$ cat src/rtl/dma_arb_pkg.sv
package dma_arb_pkg;
  typedef enum logic [1:0] {
    HS_IDLE = 2'd0,
    HS_REQ  = 2'd1,
    HS_STB  = 2'd2,
    HS_GAP  = 2'd3
  } hs_state_e;
endpackage

$ cat src/rtl/dma_page_reg.sv
module dma_page_reg #(
  parameter int PAGE_W = 4
) (
  input  logic              clk,
  input  logic              rst,
  input  logic              we,
  input  logic [PAGE_W-1:0] wdata,
  output logic [PAGE_W-1:0] page_q
);
  always_ff @(posedge clk) begin
    if (rst)     page_q <= '0;
    else if (we) page_q <= wdata;
  end


  page_load_chk: assert property (@(posedge clk) disable iff (rst)
    we |=> page_q == $past(wdata));
endmodule

$ cat src/rtl/dma_hs_fsm.sv
module dma_hs_fsm
  import dma_arb_pkg::*;
(
  input  logic clk,
  input  logic rst,
  input  logic start_ok,
  input  logic grant_n,
  input  logic more,
  output logic req_n,
  output logic ack_n,
  output logic oe,
  output logic strb_n,
  output logic busy,
  output logic step,
  output logic drive
);
  hs_state_e state_q;

  always_comb begin
    busy  = (state_q != HS_IDLE);
    step  = (state_q == HS_STB);
    drive = !grant_n && ((state_q == HS_REQ) || (state_q == HS_GAP && more));
  end

  always_ff @(posedge clk) begin
    if (rst) begin
      state_q <= HS_IDLE;
      req_n   <= 1'b1;
      ack_n   <= 1'b1;
      oe      <= 1'b0;
      strb_n  <= 1'b1;
    end else begin
      case (state_q)
        HS_IDLE: if (start_ok) begin
          state_q <= HS_REQ;
          req_n   <= 1'b0;
        end
        HS_REQ: if (!grant_n) begin
          state_q <= HS_STB;
          ack_n   <= 1'b0;
          oe      <= 1'b1;
          strb_n  <= 1'b0;
        end
        HS_STB: begin
          state_q <= HS_GAP;
          strb_n  <= 1'b1;
          req_n   <= 1'b1;
        end
        default: begin
          if (more && !grant_n) begin
            state_q <= HS_STB;
            strb_n  <= 1'b0;
          end else begin
            ack_n   <= 1'b1;
            oe      <= 1'b0;
            if (more) begin
              state_q <= HS_REQ;
              req_n   <= 1'b0;
            end else begin
              state_q <= HS_IDLE;
            end
          end
        end
      endcase
    end
  end


  ack_needs_grant_chk: assert property (@(posedge clk) disable iff (rst)
    $fell(ack_n) |-> !$past(grant_n));

  req_drop_chk: assert property (@(posedge clk) disable iff (rst)
    $fell(ack_n) |=> req_n);

  strb_in_ack_chk: assert property (@(posedge clk) disable iff (rst)
    !strb_n |-> (!ack_n && oe));

  oe_tracks_ack_chk: assert property (@(posedge clk) disable iff (rst)
    oe == !ack_n);

  release_after_strb_chk: assert property (@(posedge clk) disable iff (rst)
    $rose(ack_n) |-> ($past(strb_n) && !$past(strb_n, 2)));
endmodule

$ cat src/rtl/dma_word_seq.sv
module dma_word_seq #(
  parameter int LOW_AW = 16,
  parameter int LEN_W  = 8,
  parameter int DATA_W = 16
) (
  input  logic              clk,
  input  logic              rst,
  input  logic              load,
  input  logic [LOW_AW-1:0] ld_addr,
  input  logic [LEN_W-1:0]  ld_len,
  input  logic              ld_write,
  input  logic              step,
  input  logic              drive,
  input  logic [DATA_W-1:0] wdata_in,
  input  logic [DATA_W-1:0] rdata_in,
  output logic [LOW_AW-1:0] addr_q,
  output logic              more,
  output logic              write_q,
  output logic [DATA_W-1:0] data_q,
  output logic [DATA_W-1:0] rdata_q,
  output logic              done_q
);
  logic [LEN_W-1:0] rem_q;

  assign more = (rem_q != '0);

  always_ff @(posedge clk) begin
    if (rst) begin
      addr_q  <= '0;
      rem_q   <= '0;
      write_q <= 1'b0;
      data_q  <= '0;
      rdata_q <= '0;
      done_q  <= 1'b0;
    end else begin
      done_q <= step;
      if (load) begin
        addr_q  <= ld_addr;
        rem_q   <= ld_len;
        write_q <= ld_write;
      end else if (step) begin
        addr_q <= addr_q + 1'b1;
        rem_q  <= rem_q - 1'b1;
        if (!write_q) rdata_q <= rdata_in;
      end
      if (drive) data_q <= wdata_in;
    end
  end


  rem_underflow_chk: assert property (@(posedge clk) disable iff (rst)
    step |-> rem_q != '0);

  addr_step_chk: assert property (@(posedge clk) disable iff (rst)
    (step && !load) |=> addr_q == $past(addr_q) + 1'b1);
endmodule

$ cat src/rtl/hostbus_dma_arb.sv
module hostbus_dma_arb #(
  parameter int DATA_W = 16,
  parameter int LOW_AW = 16,
  parameter int PAGE_W = 4,
  parameter int LEN_W  = 8,
  localparam int ADDR_W = LOW_AW + PAGE_W
) (
  input  logic              clk,
  input  logic              rst,
  input  logic              page_we,
  input  logic [PAGE_W-1:0] page_wdata,
  input  logic              eng_start,
  input  logic [LOW_AW-1:0] eng_addr,
  input  logic [LEN_W-1:0]  eng_len,
  input  logic              eng_write,
  input  logic [DATA_W-1:0] eng_wdata,
  output logic              eng_busy,
  output logic              eng_word_done,
  output logic [DATA_W-1:0] eng_rdata,
  output logic              dma_req_n,
  input  logic              dma_grant_n,
  output logic              dma_ack_n,
  output logic              bus_oe,
  output logic [ADDR_W-1:0] bus_addr,
  output logic [DATA_W-1:0] bus_wdata,
  input  logic [DATA_W-1:0] bus_rdata,
  output logic              bus_strb_n,
  output logic              bus_rd_wr
);
  logic [PAGE_W-1:0] page_q;
  logic [LOW_AW-1:0] addr_q;
  logic              start_ok, more, step, drive, write_q;

  assign start_ok = eng_start && !eng_busy && (eng_len != '0);

  dma_page_reg #(.PAGE_W(PAGE_W)) u_page (
    .clk(clk), .rst(rst), .we(page_we), .wdata(page_wdata), .page_q(page_q)
  );

  dma_hs_fsm u_fsm (
    .clk(clk), .rst(rst), .start_ok(start_ok), .grant_n(dma_grant_n),
    .more(more), .req_n(dma_req_n), .ack_n(dma_ack_n), .oe(bus_oe),
    .strb_n(bus_strb_n), .busy(eng_busy), .step(step), .drive(drive)
  );

  dma_word_seq #(.LOW_AW(LOW_AW), .LEN_W(LEN_W), .DATA_W(DATA_W)) u_seq (
    .clk(clk), .rst(rst), .load(start_ok), .ld_addr(eng_addr),
    .ld_len(eng_len), .ld_write(eng_write), .step(step), .drive(drive),
    .wdata_in(eng_wdata), .rdata_in(bus_rdata), .addr_q(addr_q),
    .more(more), .write_q(write_q), .data_q(bus_wdata),
    .rdata_q(eng_rdata), .done_q(eng_word_done)
  );

  assign bus_addr  = {page_q, addr_q};
  assign bus_rd_wr = !write_q;


  zero_len_chk: assert property (@(posedge clk) disable iff (rst)
    (!eng_busy && eng_start && eng_len == '0) |=> !eng_busy);

  start_req_chk: assert property (@(posedge clk) disable iff (rst)
    start_ok |=> (!dma_req_n && eng_busy));
endmodule

$ cat config.mk
export PLATFORM = sky130hd
export DESIGN_NAME = hostbus_dma_arb
export DESIGN_NICKNAME = d
export VERILOG_FILES = /design/src/rtl/dma_arb_pkg.sv /design/src/rtl/dma_page_reg.sv /design/src/rtl/dma_hs_fsm.sv /design/src/rtl/dma_word_seq.sv /design/src/rtl/hostbus_dma_arb.sv
export SDC_FILE = /design/constraint.sdc
export NUM_CORES = 1
export LEC_CHECK = 0
export BUFFER_PORTS_ARGS = -buffer_cell sky130_fd_sc_hd__buf_2
export CELL_PAD_IN_SITES_DETAIL_PLACEMENT = 0
export CELL_PAD_IN_SITES_GLOBAL_PLACEMENT = 1
export CORE_MARGIN = 8
export CORE_UTILIZATION = 38
export DETAILED_ROUTE_END_ITERATION = 8
export GPL_ROUTABILITY_DRIVEN = 0
export PLACE_DENSITY = 0.82
export SLEW_MARGIN = 20
export SYNTH_ARGS = -nofsm -noshare
export SYNTH_HDL_FRONTEND = slang
export SYNTH_SLANG_ARGS = --single-unit
$ cat constraint.sdc
create_clock -name clk -period 3.9 [get_ports clk]
set_input_delay 0 -clock clk [delete_from_list [all_inputs] [get_ports clk]]
set_output_delay 0 -clock clk [all_outputs]
set_load 0.005 [all_outputs]
=== After elaboration in Yosys (flattened, before gate mapping) ===
Cells that the tools add are included.

* $add $sub $neg: 2
* Equality and inequality tests: 7
* Muxes and demuxes: 21
* Bitwise logic cells: 5
* Reduce and logical (&&, ||, !) cells: 22

{| class="wikitable"
|+ Operator list
! operator !! count
|-
| $mux W16 || 2
|-
| $add A16 B1 Y16 const B || 1
|-
| $mux W8 || 2
|-
| $reduce_bool A8 Y1 || 2
|-
| $mux W1 || 9
|-
| $reduce_and A3 Y1 || 3
|-
| $sub A8 B1 Y8 const B || 1
|-
| $mux W2 || 3
|-
| $pmux W1 S3 || 2
|-
| $pmux W2 S3 || 1
|-
| $reduce_bool A3 Y1 || 2
|-
| $logic_and A1 B1 Y1 || 5
|-
| $not A1 Y1 || 5
|-
| $eq A2 B2 Y1 const B || 2
|-
| $ne A2 B2 Y1 const B || 2
|-
| $pmux W1 S2 || 2
|-
| $reduce_and A4 Y1 || 1
|-
| $reduce_bool A2 Y1 || 2
|-
| $logic_not A1 Y1 || 3
|-
| $ne A3 B2 Y1 const B || 1
|-
| $eq A2 B1 Y1 const B || 1
|-
| $logic_not A2 Y1 || 1
|-
| $ne A2 B1 Y1 const B || 1
|-
| $reduce_and A2 Y1 || 1
|-
| 2 further kinds || 2
|}

* Bits in registers: 68
* Input port bits: 66
* Output and inout port bits: 59
* Word-level logic and storage cells: 69

=== Depth between registers and ports, before layout ===
* Depth after elaboration: 6
* Depth in mapped cells: 8
* Gate-level depth less buffers: 6

=== Hierarchy ===
From an unflattened synthesis, not the netlist that was laid out.

* Cells, all modules: 357
* Area total of the unflattened synthesis: 3090.5 um^2

{| class="wikitable"
|+ By module, submodules not included
! module !! instances !! cells an instance !! area each (um^2)
|-
| dma_word_seq || 1 || 291 || 2488.6
|-
| dma_hs_fsm || 1 || 48 || 421.7
|-
| dma_page_reg || 1 || 13 || 140.1
|-
| hostbus_dma_arb || 1 || 5 || 40.0
|}

=== Worst setup path before layout ===
Ideal clock, no wire load.

* Path type: register to register
* Start: register u_fsm.state_q[0]
* End: register u_seq.data_q[10]
* Setup time: 0.128 ns
* Arrival: 1.785 ns
* Data required time: 3.772 ns
* Path slack: 1.987 ns
* Cell stages (with the launch flop): 8
* Buffers on the path: 2
* Cells stage by stage: dfxtp_1 ha_1 buf_2 nor2_1 a311oi_4 buf_4 mux2i_1 nor2_1

* Word-level cells in the longest chain between the ends: 4

{| class="wikitable"
|+ RTL lines
! what !! RTL line !! RTL
|-
| start, declared || dma_hs_fsm.sv:17 || <nowiki>hs_state_e state_q;</nowiki>
|-
| start signal, assigned || dma_hs_fsm.sv:27 || <nowiki>state_q <= HS_IDLE;</nowiki>
|-
| start signal, assigned || dma_hs_fsm.sv:35 || <nowiki>state_q <= HS_REQ;</nowiki>
|-
| start signal, assigned || dma_hs_fsm.sv:39 || <nowiki>state_q <= HS_STB;</nowiki>
|-
| $eq A2 B2 Y1 || dma_hs_fsm.sv:22 || <nowiki>drive = !grant_n && ((state_q == HS_REQ) || (state_q == HS_GAP && more));</nowiki>
|-
| $logic_and A1 B1 Y1 || dma_hs_fsm.sv:22 ||
|-
| $logic_or A1 B1 Y1 (*) || dma_hs_fsm.sv:22 ||
|-
| $logic_and A1 B1 Y1 (*) || dma_hs_fsm.sv:22 ||
|-
| end signal, assigned || dma_word_seq.sv:46 || <nowiki>if (drive) data_q <= wdata_in;</nowiki>
|-
| end, declared || dma_word_seq.sv:19 || <nowiki>output logic [DATA_W-1:0] data_q,</nowiki>
|}

Mark *: on every way between the ends. The rest lies on a longest branch, timed or not.
A chain may end at the register's enable or synchronous reset.

=== Worst setup path after layout ===
* Start: register u_fsm.state_q[0]
* End: register u_seq.rdata_q[8]

{| class="wikitable"
|+ RTL lines
! what !! RTL line !! RTL
|-
| $eq A2 B2 Y1 || dma_hs_fsm.sv:21 || <nowiki>step = (state_q == HS_STB);</nowiki>
|-
| via step || hostbus_dma_arb.sv:32 || <nowiki>logic start_ok, more, step, drive, write_q;</nowiki>
|-
| $reduce_and A3 Y1 (no source line) || n/a ||
|-
| end signal, assigned || dma_word_seq.sv:44 || <nowiki>if (!write_q) rdata_q <= rdata_in;</nowiki>
|-
| end, declared || dma_word_seq.sv:20 || <nowiki>output logic [DATA_W-1:0] rdata_q,</nowiki>
|}

The timed path passes the listed nets, and every way through them passes these cells.

==> run metrics <==
Pint=0.00169 W; RSZ-0062 raised after global routing=no; hold_sp=page_we; final wirelength=9.70 mm; Vias per Instance=4.97; Boundary Pins=125; Crit path top cell by count=inv_1; post-synth top area share=41.8%; synthesized instance count=356; main flop type after synthesis=dfxtp_1; leading post-synthesis cells by cell area=dfxtp_1 (42%), a211oi_2 (7.7%), mux2i_1 (7.4%); Sequential Power Share=36.4%; cell accounting for the most synthesized area=dfxtp_1; Root Driver=clkbuf_8; Fillers=760; Final period util=64.0%; CTS tree=done; CTS sink cnt=68; switch share=39.8%; Synth Area in Adders=3.07%; endpoint class of the critical path=flip-flop; combinational share of power=41.6%; status=finished, final reports clean; asr flop ratio synth=0%; Clock Power Share=22.0%; Hold WC Path Type=input pin to flip-flop; largest family of logic cells by synthesized area=compound AO/OA/AOI/OAI gates; cell row count=33; fin nets=605; #FFs+latches synth=68; Simple-Gate Fraction of Synth Area=16.8%; CP max FO=18; Die Ht=109 um; largest net degree at the start of global routing=65; CP required=4170 ps; IO buf count=124; fraction of layout cells with a size suffix above 1=31.7%; clk_lat worst skew=350 ps; endpoints failing hold=0; hold endpoint=u_page.page_q[0]; actual slew at the worst max-slew pin=1130 ps; Pre-antenna DRT Iters=4; power per cell area=597 mW/mm^2; XOR/XNOR Fraction of Synth Area=5.11%; R2R Setup Slk=1400 ps; Startpoint Class=flip-flop; Pleak=1.99 nW; H-tree levels=3; sequential area share after synthesis=41.8%; post-route cell area=0.00471 mm^2; core area=0.00826 mm^2; vias in the first global route=3323; worst vdd ir=0.225 mV; synth unique cells=43; critical path, cell by cell=inv_1 -> ha_1 -> inv_1 -> nor2_1 -> nand3_1 -> a21oi_1; total number of vias=3185; Cell Area, Synth=0.00326 mm^2; syn avg cell area=9.15 um^2; clock skew=9.43 ps; Max Cap Violations=0; Compound-Gate Fraction of Synth Area=20.2%; post-route setup TNS=0 ps; syn nets=430; relative slew slack=24.7%; number of synthesized flops with an enable pin=0; DRT iter0 DRCs=144; GR Overflow Total=0; Initial Util=39.4%; Global Route Usage Sum=16.6%; min cycle time layout=2500 ps; WHS Path Cells=3; post-synthesis mux area share=7.38%; reg-to-reg startpoint=u_fsm.state_q[0]; first-pass GRT wire length=15.8 mm; Worst path max stage delay=850 ps; post-route DRC violation count=0; clock transition at the registers of the reported paths=80 ps; Final ANT Viol Nets=0; FF/Latch Area=0.00136 mm^2; antenna cells=0; Worst Path Arrival=2770 ps; die width=109 um; cts bufs inserted=9; WL per Instance=15.1 um; DP HPWL=6.56 mm; fmax=401 MHz; placed inst area=0.00389 mm^2; Synthesis Warnings=0; R2R cell count=6; area of the multi-input gates=0.00171 mm^2; Slew Limit Fails=0; P&R area growth vs syn=44.7%; Net Sw Power=0.00112 W; CTS Buffer Depth=2; Crit Path Category=flip-flop to flip-flop; final setup vio count=0; Crit-path slowest cell=nor2_1; R2R Path End=u_seq.rdata_q[8]; Die ar.=0.0118 mm^2; antenna violations before repair=0
worst max-delay path, delay by kind of cell, from the launching register on:
family | cells | cell delay (ps)
AND/OR/NAND/NOR | 2 | 1020
AO/OA/AOI/OAI | 1 | 160
buffers and inverters | 2 | 290
flip-flops | 1 | 370
adder cells (fa/ha/maj) | 1 | 570
how the worst max path moves through the flow:
stage	slack (ps)	from	cells after the start	endpoint
global route	1080	u_fsm.state_q[0]	6	u_seq.rdata_q[11]
finish	1400	u_fsm.state_q[0]	6	u_seq.rdata_q[8]
CTS	1390	u_fsm.state_q[0]	6	u_seq.rdata_q[8]
global placement	1490	u_fsm.state_q[0]	5	u_seq.data_q[10]
floorplan	1990	u_fsm.state_q[0]	7	u_seq.data_q[10]
detailed placement	1410	u_fsm.state_q[0]	6	u_seq.rdata_q[4]
power by group through the flow:
stage          combinational [W]  sequential, W  clock [W]
6_report                 0.00117        0.00103   0.000618
5_1_grt                  0.00131        0.00105   0.000666
4_1_cts                  0.00118        0.00102   0.000632
3_5_place_dp             0.00113        0.00104          0
3_3_place_gp             0.00112        0.00103          0
2_1_floorplan           0.000840        0.00102          0
stage by stage:
step                total power (W)  util (%)  hold WS (ps)  instances  setup slack (ps)
CTS                         0.00284      57.1         0.961        641              1390
global route                0.00302      57.1          33.8        641              1080
global placement            0.00215      47.1           240        563              1490
finish                      0.00281      57.1          5.91        641              1400
floorplan                   0.00186         -           136        356              1990
detailed placement          0.00217      47.1           246        563              1410
per-layer routing:
| metal | up-vias | GRT usage, % | wire length (um) |
|---|---|---|---|
| li1 | 1617 | - | - |
| met1 | 1470 | 18.9 | 4200 |
| met2 | 89 | 28.6 | 4760 |
| met3 | 9 | 5.47 | 628 |
| met4 | 0 | 5.38 | 105 |
| met5 | - | 0 | 0 |
synthesized netlist by cell type (8+ instances only):
master,instances
nand2_1,15
clkbuf_1,10
xnor2_1,11
a211oi_2,20
ha_1,8
nor2_1,54
nand3_1,19
inv_1,13
xor2_1,8
a21oi_1,25
mux2i_1,24
o21ai_0,18
dfxtp_1,68
sequential cells by signal, indices dropped and copies added (netlist names):
name	cells
u_seq.done_q	1
u_seq.rem_q	8
u_fsm.state_q	2
u_fsm.strb_n	1
u_seq.rdata_q	16
u_seq.data_q	16
u_seq.addr_q	16
u_fsm.req_n	1
u_fsm.ack_n	1
u_page.page_q	4
u_seq.write_q	1
u_fsm.oe	1
cell type report:
type,instances,share of cell area (%)
multi-input cells,251,36.3
flip-flops and latches,68,28.9
repair buffers,188,26.7
well taps,105,2.79
clock buffers,9,2.63
clock inverters,7,1.73
inverters,13,1.04
layout by cell type, fill, tap and decap left out, drive strengths merged, types with 3 or more instances in the layout:
cell / count
mux2i: 24
nor2: 54
clkbuf: 9
a21oi: 25
ha: 8
xor2: 8
nor3: 3
a211oi: 22
o21ai: 21
nand3: 19
dfxtp: 68
a311oi: 4
nand4: 7
nor4: 8
dlygate4sd3: 62
nand2: 15
xnor2: 11
buf: 126
inv: 17
kinds of logic after synthesis:
group | after synthesis
buffers and inverters | 37
AOI/OAI and AO/OA | 84
muxes | 24
adders and majority gates | 8
DFF | 68
xor gates and xnor gates | 19
and+or+nand+nor | 116
timing repair:
| item | 4_1_cts | 5_1_grt |
|---|---|---|
| hold endpoints to repair | 60 | 0 |
| setup endpoints to repair | 0 | 0 |
| hold buffers | 62 | 0 |
| setup buffers | 0 | 0 |
| gates resized for setup | 0 | 0 |
No activity file was read; power rests on OpenSTA's default activity.
